## config.mk

```make
export PLATFORM = sky130hd
export DESIGN_NAME = hdlc_frame_rx
export DESIGN_NICKNAME = d
export VERILOG_FILES = /design/src/rtl/hdlc_rx_pkg.sv /design/src/rtl/hdlc_rx_datapath.sv /design/src/rtl/hdlc_rx_control.sv /design/src/rtl/hdlc_frame_rx.sv
export SDC_FILE = /design/constraint.sdc
export NUM_CORES = 1
export LEC_CHECK = 0
export BUFFER_PORTS_ARGS = -buffer_cell sky130_fd_sc_hd__buf_2
export CORE_AREA = 2 2 108 110
export CTS_BUF_LIST = sky130_fd_sc_hd__clkbuf_16
export DETAILED_ROUTE_END_ITERATION = 10
export DIE_AREA = 0 0 110 112
export PLACE_DENSITY = 0.66
export SLEW_MARGIN = 20
export SYNTH_ARGS = -nofsm -noshare
export SYNTH_HDL_FRONTEND = slang
export SYNTH_SLANG_ARGS = --single-unit
```

## constraint.sdc

```tcl
create_clock -name clk -period 8.5 [get_ports clk]
set_clock_uncertainty 0.2 [all_clocks]
set_input_delay 0.425 -clock clk [delete_from_list [all_inputs] [get_ports clk]]
set_output_delay 0.425 -clock clk [all_outputs]
set_load 0.005 [all_outputs]
```

## src/rtl/hdlc_rx_pkg.sv

```systemverilog
package hdlc_rx_pkg;
  localparam int CHAR_W = 8;
  localparam int IDX_W  = $clog2(CHAR_W);

  typedef enum logic [1:0] {
    PH_ADDR,
    PH_CTRL,
    PH_INFO
  } rxPhase_t;

  typedef struct packed {
    logic             inFrame;
    logic             asmClear;
    logic [IDX_W-1:0] asmIdx;
  } rxCtl_t;
endpackage

```

## src/rtl/hdlc_rx_datapath.sv

```systemverilog
module hdlc_rx_datapath
  import hdlc_rx_pkg::*;
#(
  parameter int          FLAG_W      = 8,
  parameter logic [7:0]  FLAG_PAT    = 8'h7E,
  parameter int          HOLD_W      = 16,
  parameter int          STUFF_RUN   = 5,
  parameter logic [15:0] CRC_POLY    = 16'h1021,
  parameter logic [15:0] CRC_INIT    = 16'hFFFF,
  parameter logic [15:0] CRC_RESIDUE = 16'h1D0F
) (
  input  logic              clk,
  input  logic              rstN,
  input  logic              rxEn,
  input  logic              rxData,
  input  rxCtl_t            ctl,
  output logic              flagHit,
  output logic              popValid,
  output logic              holdFullNext,
  output logic              crcGood,
  output logic [CHAR_W-1:0] asmCur
);
  localparam int CNT_W   = $clog2(HOLD_W + 1);
  localparam int RUN_MAX = STUFF_RUN + 2;
  localparam int RUN_W   = $clog2(RUN_MAX + 1);

  logic [FLAG_W-1:0] win, vld, winNext;
  logic              exitBit, exitV, stuffed, pushEn, holdFull;
  logic [RUN_W-1:0]  ones;
  logic [HOLD_W-1:0] hold, crc, crcNext;
  logic [CNT_W-1:0]  holdCnt;
  logic [CHAR_W-1:0] asmReg;

  function automatic logic [HOLD_W-1:0] crcStep(input logic [HOLD_W-1:0] c, input logic b);
    logic fb;
    fb = c[HOLD_W-1] ^ b;
    return {c[HOLD_W-2:0], 1'b0} ^ (fb ? CRC_POLY[HOLD_W-1:0] : '0);
  endfunction

  // Flag window: raw bits, oldest bit leaves from the top.
  assign winNext = {win[FLAG_W-2:0], rxData};
  assign flagHit = (winNext == FLAG_PAT[FLAG_W-1:0]);
  assign exitBit = win[FLAG_W-1];
  assign exitV   = vld[FLAG_W-1];

  // Zero deletion on the stream leaving the window.
  assign stuffed  = exitV && !exitBit && (ones == RUN_W'(STUFF_RUN));
  assign pushEn   = exitV && ctl.inFrame && !stuffed;
  assign holdFull = (holdCnt == CNT_W'(HOLD_W));
  assign popValid = pushEn && holdFull;
  assign holdFullNext = holdFull || (pushEn && holdCnt == CNT_W'(HOLD_W - 1));

  assign crcNext = pushEn ? crcStep(crc, exitBit) : crc;
  assign crcGood = (crcNext == CRC_RESIDUE[HOLD_W-1:0]);

  always_comb begin
    asmCur = asmReg;
    if (popValid) asmCur[ctl.asmIdx] = hold[HOLD_W-1];
  end

  always_ff @(posedge clk or negedge rstN) begin
    if (!rstN) begin
      win     <= '0;
      vld     <= '0;
      ones    <= '0;
      hold    <= '0;
      holdCnt <= '0;
      crc     <= CRC_INIT[HOLD_W-1:0];
      asmReg  <= '0;
    end else if (!rxEn) begin
      win     <= '0;
      vld     <= '0;
      ones    <= '0;
      hold    <= '0;
      holdCnt <= '0;
      crc     <= CRC_INIT[HOLD_W-1:0];
      asmReg  <= '0;
    end else begin
      win <= winNext;
      vld <= flagHit ? '0 : {vld[FLAG_W-2:0], 1'b1};
      if (flagHit) begin
        ones    <= '0;
        hold    <= '0;
        holdCnt <= '0;
        crc     <= CRC_INIT[HOLD_W-1:0];
        asmReg  <= '0;
      end else begin
        if (exitV) begin
          if (!exitBit) ones <= '0;
          else if (ones != RUN_W'(RUN_MAX)) ones <= ones + 1'b1;
        end
        if (pushEn) begin
          hold <= {hold[HOLD_W-2:0], exitBit};
          if (!holdFull) holdCnt <= holdCnt + 1'b1;
        end
        crc    <= crcNext;
        asmReg <= ctl.asmClear ? '0 : asmCur;
      end
    end
  end


  stuff_drop_chk: assert property (@(posedge clk) disable iff (!rstN || !rxEn)
    (stuffed && ctl.inFrame && !flagHit) |=> (holdCnt == $past(holdCnt)) && (hold == $past(hold)));
endmodule

```

## src/rtl/hdlc_rx_control.sv

```systemverilog
module hdlc_rx_control
  import hdlc_rx_pkg::*;
(
  input  logic              clk,
  input  logic              rstN,
  input  logic              rxEn,
  input  logic              secondaryMode,
  input  logic [CHAR_W-1:0] stationAddr,
  input  logic [IDX_W-1:0]  charLen,
  input  logic              flagHit,
  input  logic              popValid,
  input  logic              holdFullNext,
  input  logic              crcGood,
  input  logic [CHAR_W-1:0] asmCur,
  output rxCtl_t            ctl,
  output logic              flagDet,
  output logic              addrValid,
  output logic              charStrobe,
  output logic [CHAR_W-1:0] charData,
  output logic              startOfMsg,
  output logic              endOfMsg,
  output logic [IDX_W-1:0]  residLen,
  output logic              crcErr
);
  logic             inFrame;
  rxPhase_t         phase;
  logic [IDX_W-1:0] bitCnt;
  logic [IDX_W:0]   curLen, lenDec, target, cntNow;
  logic             charDone, closing;

  assign lenDec   = (charLen == '0) ? (IDX_W+1)'(CHAR_W) : {1'b0, charLen};
  assign target   = (phase == PH_INFO) ? curLen : (IDX_W+1)'(CHAR_W);
  assign cntNow   = {1'b0, bitCnt} + {{IDX_W{1'b0}}, popValid};
  assign charDone = inFrame && popValid && (cntNow == target);
  assign closing  = flagHit && inFrame && holdFullNext && (phase != PH_ADDR);

  assign ctl.inFrame  = inFrame;
  assign ctl.asmClear = flagHit || charDone;
  assign ctl.asmIdx   = bitCnt;

  always_ff @(posedge clk or negedge rstN) begin
    if (!rstN) begin
      inFrame <= 1'b0; phase <= PH_ADDR; bitCnt <= '0; curLen <= '0;
      flagDet <= 1'b0; addrValid <= 1'b0; charStrobe <= 1'b0; charData <= '0;
      startOfMsg <= 1'b0; endOfMsg <= 1'b0; residLen <= '0; crcErr <= 1'b0;
    end else if (!rxEn) begin
      inFrame <= 1'b0; phase <= PH_ADDR; bitCnt <= '0; curLen <= '0;
      flagDet <= 1'b0; addrValid <= 1'b0; charStrobe <= 1'b0; charData <= '0;
      startOfMsg <= 1'b0; endOfMsg <= 1'b0; residLen <= '0; crcErr <= 1'b0;
    end else begin
      charStrobe <= 1'b0;
      endOfMsg   <= 1'b0;
      flagDet    <= flagHit;
      if (endOfMsg) begin
        addrValid  <= 1'b0;
        startOfMsg <= 1'b0;
      end
      if (flagHit) begin
        if (closing) begin
          endOfMsg <= 1'b0 | 1'b1;
          crcErr   <= !crcGood;
          residLen <= (cntNow == target) ? '0 : cntNow[IDX_W-1:0];
          if (cntNow != '0) begin
            charStrobe <= 1'b1;
            charData   <= asmCur;
            if (phase == PH_CTRL) startOfMsg <= 1'b0;
          end
        end else begin
          addrValid  <= 1'b0;
          startOfMsg <= 1'b0;
        end
        inFrame <= 1'b1;
        phase   <= PH_ADDR;
        bitCnt  <= '0;
        curLen  <= lenDec;
      end else if (inFrame && popValid) begin
        if (charDone) begin
          bitCnt <= '0;
          curLen <= lenDec;
          unique case (phase)
            PH_ADDR: begin
              if (secondaryMode && asmCur != stationAddr) begin
                inFrame <= 1'b0;
              end else begin
                charStrobe <= 1'b1;
                charData   <= asmCur;
                startOfMsg <= 1'b1;
                addrValid  <= 1'b1;
                phase      <= PH_CTRL;
              end
            end
            PH_CTRL: begin
              charStrobe <= 1'b1;
              charData   <= asmCur;
              startOfMsg <= 1'b0;
              phase      <= PH_INFO;
            end
            default: begin
              charStrobe <= 1'b1;
              charData   <= asmCur;
            end
          endcase
        end else begin
          bitCnt <= bitCnt + 1'b1;
        end
      end
    end
  end


  flag_pulse_chk: assert property (@(posedge clk) disable iff (!rstN)
    flagDet |=> !flagDet);


  addr_accept_chk: assert property (@(posedge clk) disable iff (!rstN || !rxEn)
    $rose(startOfMsg) |-> (charStrobe && addrValid &&
                           (!$past(secondaryMode) || charData == $past(stationAddr))));


  resid_strobe_chk: assert property (@(posedge clk) disable iff (!rstN)
    (endOfMsg && residLen != '0) |-> charStrobe);


  enable_clear_chk: assert property (@(posedge clk) disable iff (!rstN)
    !rxEn |=> (!charStrobe && !endOfMsg && !addrValid && !startOfMsg));
endmodule

```

## src/rtl/hdlc_frame_rx.sv

```systemverilog
module hdlc_frame_rx
  import hdlc_rx_pkg::*;
#(
  parameter int          FLAG_W      = 8,
  parameter logic [7:0]  FLAG_PAT    = 8'h7E,
  parameter int          HOLD_W      = 16,
  parameter int          STUFF_RUN   = 5,
  parameter logic [15:0] CRC_POLY    = 16'h1021,
  parameter logic [15:0] CRC_INIT    = 16'hFFFF,
  parameter logic [15:0] CRC_RESIDUE = 16'h1D0F
) (
  input  logic              clk,
  input  logic              rstN,
  input  logic              rxEn,
  input  logic              rxData,
  input  logic              secondaryMode,
  input  logic [CHAR_W-1:0] stationAddr,
  input  logic [IDX_W-1:0]  charLen,
  output logic              flagDet,
  output logic              addrValid,
  output logic              charStrobe,
  output logic [CHAR_W-1:0] charData,
  output logic              startOfMsg,
  output logic              endOfMsg,
  output logic [IDX_W-1:0]  residLen,
  output logic              crcErr
);
  rxCtl_t            ctl;
  logic              flagHit, popValid, holdFullNext, crcGood;
  logic [CHAR_W-1:0] asmCur;

  hdlc_rx_datapath #(
    .FLAG_W(FLAG_W), .FLAG_PAT(FLAG_PAT), .HOLD_W(HOLD_W), .STUFF_RUN(STUFF_RUN),
    .CRC_POLY(CRC_POLY), .CRC_INIT(CRC_INIT), .CRC_RESIDUE(CRC_RESIDUE)
  ) u_dp (
    .clk(clk), .rstN(rstN), .rxEn(rxEn), .rxData(rxData), .ctl(ctl),
    .flagHit(flagHit), .popValid(popValid), .holdFullNext(holdFullNext),
    .crcGood(crcGood), .asmCur(asmCur)
  );

  hdlc_rx_control u_ctl (
    .clk(clk), .rstN(rstN), .rxEn(rxEn), .secondaryMode(secondaryMode),
    .stationAddr(stationAddr), .charLen(charLen), .flagHit(flagHit),
    .popValid(popValid), .holdFullNext(holdFullNext), .crcGood(crcGood),
    .asmCur(asmCur), .ctl(ctl), .flagDet(flagDet), .addrValid(addrValid),
    .charStrobe(charStrobe), .charData(charData), .startOfMsg(startOfMsg),
    .endOfMsg(endOfMsg), .residLen(residLen), .crcErr(crcErr)
  );
endmodule

```

==> impl.org <==
** Floorplanning
- Measured along the x axis, the die boundary spans around 110 um.
- For this configuration, the core starts out at a cell density of around 44%.
- Core ar. :: roughly 11,000 sq um
- For this design the top-level I/O count stands at 33.
- Total number of placement rows :: 39
- Die Y-Extent :: about 110 um
- The die covers about 12,000 sq um.

** Route
- After the first detailed-routing iteration, the DRC count stood at roughly 300.
- In the routed layout, each cell is associated on average with a via count of between 5 and 6.
- In the routed design, unresolved DRC markers number 0.
- Total via count in the routed design :: 3,840
- In this run the remaining antenna-violating nets after routing total 0.
- Drt total wl :: between 10,000 and 15,000 um
- WL per Instance :: between 15 and 20 um
- First-pass iteration count of the detailed router :: 4

** Synth
- After Yosys synthesis, full adders, half adders and majority gates account for under 10% of the synthesized area.
- Cell taking the most area after synthesis :: sky130_fd_sc_hd__dfrtp_1
- Counting every instance in the synthesized netlist gives roughly 520.
- When the netlist entered floorplanning its net count stood at ~550.
- Ranked by total cell area, the synthesized netlist is headed by sky130_fd_sc_hd__dfrtp_1 38%, sky130_fd_sc_hd__dfstp_2 8.5%, sky130_fd_sc_hd__nand2_1 6.4%, sky130_fd_sc_hd__nor2_1 4.1%, sky130_fd_sc_hd__mux2i_1 3.7%.
- After synthesis the cells add up to 4920 sq um.
- Fraction of the mapped netlist area in simple logic gates :: 26.2%
- Post-Synth XOR/XNOR Area :: a little under 3%
- Number of synthesized flops with an enable pin :: 0
- Summed over its instances, the top area cell type makes up 38.2% of the synthesized netlist area.
- Synthesis inferred 91 register bits.
- In the synthesized netlist the dominant register cell turns out to be sky130_fd_sc_hd__dfrtp_1.
- After synthesis, the mean cell area works out to approximately 9.4 sq um.
- Syn. warnings :: 0
- By area, the combinational part of the netlist is dominated by simple AND/OR/NAND/NOR gates.
- Multiplexer cells account for under 10% of the synthesized area.
- Counting flops with an async set or reset pin after synthesis yields a share of 100%.
- Sequential-to-total area share from yosys stat :: 46.7%
- The synthesized netlist devotes a little over an eighth of its cell area to compound gates.
- Synth unique cells :: 64

** Clocking
- Worst-case clock buffer depth :: 2
- CTS H-tree lvls :: 3
- Number of buffers inserted to repair setup after CTS :: 0
- Number of gates resized after CTS :: 0
- CTS clock-pin slew for the worst setup and hold paths :: about 70 ps
- TritonCTS built the clock tree.
- The clock net in this run drives a total of slightly above 90 sinks.
- Clock latency on the worst-skew pair, taken at its later pin, is approximately 340 ps.
- Clock root buffer master :: sky130_fd_sc_hd__clkbuf_16
- Number of buffers added by the clock tree synthesis step :: 9

** Global route
- Total congestion overflow after global routing :: 0
- First-pass GRT wire length :: approximately 18,000 um
- Number of antenna violations at the first check in global routing :: 0
- Global-route usage over all layers :: roughly a fifth
- Largest net degree at the start of global routing :: 75
- Vias in the first global route :: between 3,000 and 4,000

** STA
- For the pin with the worst max-slew slack, the measured transition is between 1000 and 1500 ps.
- Setup violations remaining at the end of the flow were counted as 0.
- Final-report hold violation count :: 0
- Across all setup checks in the final design, the least slack found is between 4000 and 5000 ps.
- Total count of max-transition violations in the final report :: 0
- Setup repair after global routing missed its margin :: false
- Highest attainable clock frequency :: 232 MHz
- Remaining max-slew budget at the tightest pin :: between 30 and 40%
- In the finished design, the share of the clock period the worst path needs comes to around half.
- The worst path in the final design needs a cycle of 4310 ps, including I/O delays and setup.
- In the final timing run, aggregate negative setup slack is 0 ps.

** Pwr
- For this design the ratio of total power to cell area is between 150 and 200 nW/um^2.
- Worst IR drop on VDD :: between 150 and 200 uV
- Leakage :: ~2.4 nW

** Setup path
- Along the worst path, the maximum fanout reaches 13.
- Total buffers and inverters traversed by the critical path :: 2
- Logic depth of the worst register-to-register path :: 14
- Worst setup EP type :: flip-flop
- Worst Setup Path Type :: flip-flop to flip-flop
- Data on the critical path is required at its endpoint by roughly 8500 ps.
- Setup crit start kind :: flip-flop
- In this design, the critical path's most frequently occurring cell is sky130_fd_sc_hd__ha_1.
- Maximum single-stage delay on the critical path :: between 400 and 500 ps
- CP cell instances :: inv_1 -> ha_1 -> and4bb_1 -> nand3_4 -> inv_1 -> ha_1 -> ha_1 -> xor3_1 -> o32a_1 -> o22ai_1 -> nand2_1 -> o21ai_2 -> a21boi_0 -> o32ai_1
- Endpoint of the most critical register-to-register path :: u_ctl.startOfMsg
- Dominant delay contributor by cell family on the critical path :: compound AO/OA/AOI/OAI gates
- In this run the critical register-to-register path is launched from u_dp.holdCnt[0].
- Minimum setup slack among reg-to-reg paths :: 4190 ps
- Data arrival time of the worst path :: between 4000 and 5000 ps
- Slowest CP cell :: sky130_fd_sc_hd__and4bb_1

** Hold path
- The min-delay analysis places its worst path in the category input port to flip-flop.
- Hold-critical path depth :: 2
- Hold Crit Endpoint :: u_dp.win[0]
- The worst hold path begins at rxData.

** Placed design
- Before CTS, the worst setup slack after placement is roughly 4200 ps.
- During placement, the flow inserted port buffers numbering 32.
- The congestion estimate from routability-driven global placement came to just over 0.9.
- Final HPWL DP :: roughly 7300 um

** Final layout
- The net count of the finished layout is 566.
- The repair_antennas step left the layout with diodes totalling 0.
- Layout cells sized above 1 :: between 10% and 20%
- Fill cell instance count of the final layout :: ~1,000
- Area growth from synthesis to layout :: 10.3%

** Run status
- The flow ran to the end, and the final reports show no timing, DRC or antenna violations.

** Run
- Number of max-capacitance violations reported :: 0
what timing repair did:
item	in CTS	in global routing
setup endpoints to repair	0	0
hold buffers	1	0
hold endpoints to repair	17	0
worst reg2reg max path, cell delays in order, from the launching register on:
cell                       delay (ps)
sky130_fd_sc_hd__dfrtp_1          420
sky130_fd_sc_hd__inv_1             70
sky130_fd_sc_hd__ha_1             130
sky130_fd_sc_hd__and4bb_1         440
sky130_fd_sc_hd__nand3_4          230
sky130_fd_sc_hd__inv_1            240
sky130_fd_sc_hd__ha_1             240
sky130_fd_sc_hd__ha_1             260
sky130_fd_sc_hd__xor3_1           430
sky130_fd_sc_hd__o32a_1           160
sky130_fd_sc_hd__o22ai_1          310
sky130_fd_sc_hd__nand2_1          280
sky130_fd_sc_hd__o21ai_2          440
sky130_fd_sc_hd__a21boi_0         230
sky130_fd_sc_hd__o32ai_1           90
cell families after synthesis:
group,count (synthesis)
mux,21
fa+ha+maj,9
buf+inv,44
flops,91
compound gates,93
xor+xnor,15
simple gates,248
where the power goes:
group,internal [mW],switching [mW]
clock,0.198,0.169
sequential,0.435,0.000563
combinational,0.00833,0.0248
total,0.641,0.195
placed cells by master (no fill, tap or decap), types with 10 or more instances in the layout:
master,count
sky130_fd_sc_hd__nand3_1,18
sky130_fd_sc_hd__buf_2,31
sky130_fd_sc_hd__and3_1,11
sky130_fd_sc_hd__nand2b_1,17
sky130_fd_sc_hd__o211ai_1,13
sky130_fd_sc_hd__nor2_1,54
sky130_fd_sc_hd__a21oi_1,25
sky130_fd_sc_hd__dfrtp_1,75
sky130_fd_sc_hd__and2_1,11
sky130_fd_sc_hd__nand2_1,84
sky130_fd_sc_hd__mux2i_1,18
sky130_fd_sc_hd__dfstp_2,16
sky130_fd_sc_hd__a31oi_1,10
sky130_fd_sc_hd__inv_1,16
cell usage after synthesis, types with 13 or more instances:
master	n
sky130_fd_sc_hd__o211ai_1	13
sky130_fd_sc_hd__nand2_1	84
sky130_fd_sc_hd__mux2i_1	18
sky130_fd_sc_hd__nand2b_1	17
sky130_fd_sc_hd__dfrtp_1	75
sky130_fd_sc_hd__inv_1	15
sky130_fd_sc_hd__a21oi_1	25
sky130_fd_sc_hd__nand3_1	18
sky130_fd_sc_hd__nor2_1	54
sky130_fd_sc_hd__clkbuf_1	14
sky130_fd_sc_hd__dfstp_2	16
metrics by stage:
stage	hold WS [ps]	util [%]	cell area (sq um)	total power [mW]	cells
floorplan	-70.6	-	4920	0.458	521
global placement	122	46.0	5140	0.476	672
detailed placement	127	46.0	5140	0.477	672
CTS	100	48.5	5420	0.846	689
global route	127	48.6	5430	0.868	689
finish	113	48.6	5430	0.836	689
flip-flops by register name, summed over array words and instances, names as in the netlist:
register,cells
u_ctl.inFrame,1
u_ctl.residLen,3
u_ctl.crcErr,1
u_ctl.startOfMsg,1
u_ctl.charStrobe,1
u_ctl.addrValid,1
u_dp.hold,16
u_ctl.bitCnt,3
u_dp.asmReg,8
u_dp.ones,3
u_ctl.charData,8
u_ctl.flagDet,1
u_dp.crc,16
u_dp.holdCnt,5
u_ctl.phase,2
u_ctl.curLen,4
u_ctl.endOfMsg,1
u_dp.vld,8
u_dp.win,8
how the worst max path moves through the flow:
stage	depth (start not counted)	start	end	slack [ps]
global placement	14	u_dp.holdCnt[0]	u_ctl.charData[3]	4400
CTS	14	u_dp.holdCnt[0]	u_ctl.charData[2]	4120
finish	14	u_dp.holdCnt[0]	u_ctl.startOfMsg	4190
floorplan	15	u_dp.holdCnt[0]	u_ctl.startOfMsg	5060
detailed placement	14	u_dp.holdCnt[0]	u_ctl.charData[2]	4180
global route	14	u_dp.holdCnt[0]	u_ctl.startOfMsg	3850
per-layer routing:
metal / GRT usage, % / part of all wire [%] / routed length [um] / vias to the layer above
met3: 4.74 / 5.2 / 551 / 13
met1: 26.0 / 46 / 4870 / 1878
li1: - / - / - / 1864
met4: 5.57 / 1.6 / 173 / 0
met2: 28.9 / 48 / 5070 / 85
met5: 0 / 0 / 0 / -
area by class of cell:
cell class,instances,area [sq um],share of cell area (%)
Multi-Input combinational cell,386,2420,44.6
Sequential cell,91,2300,42.3
Clock buffer,9,225,4.15
Timing Repair Buffer,36,195,3.60
Tap cell,143,179,3.30
Inverter,17,63.8,1.18
Clock inverter,7,43.8,0.807
Note: power is estimated with default switching activity, not from simulation.
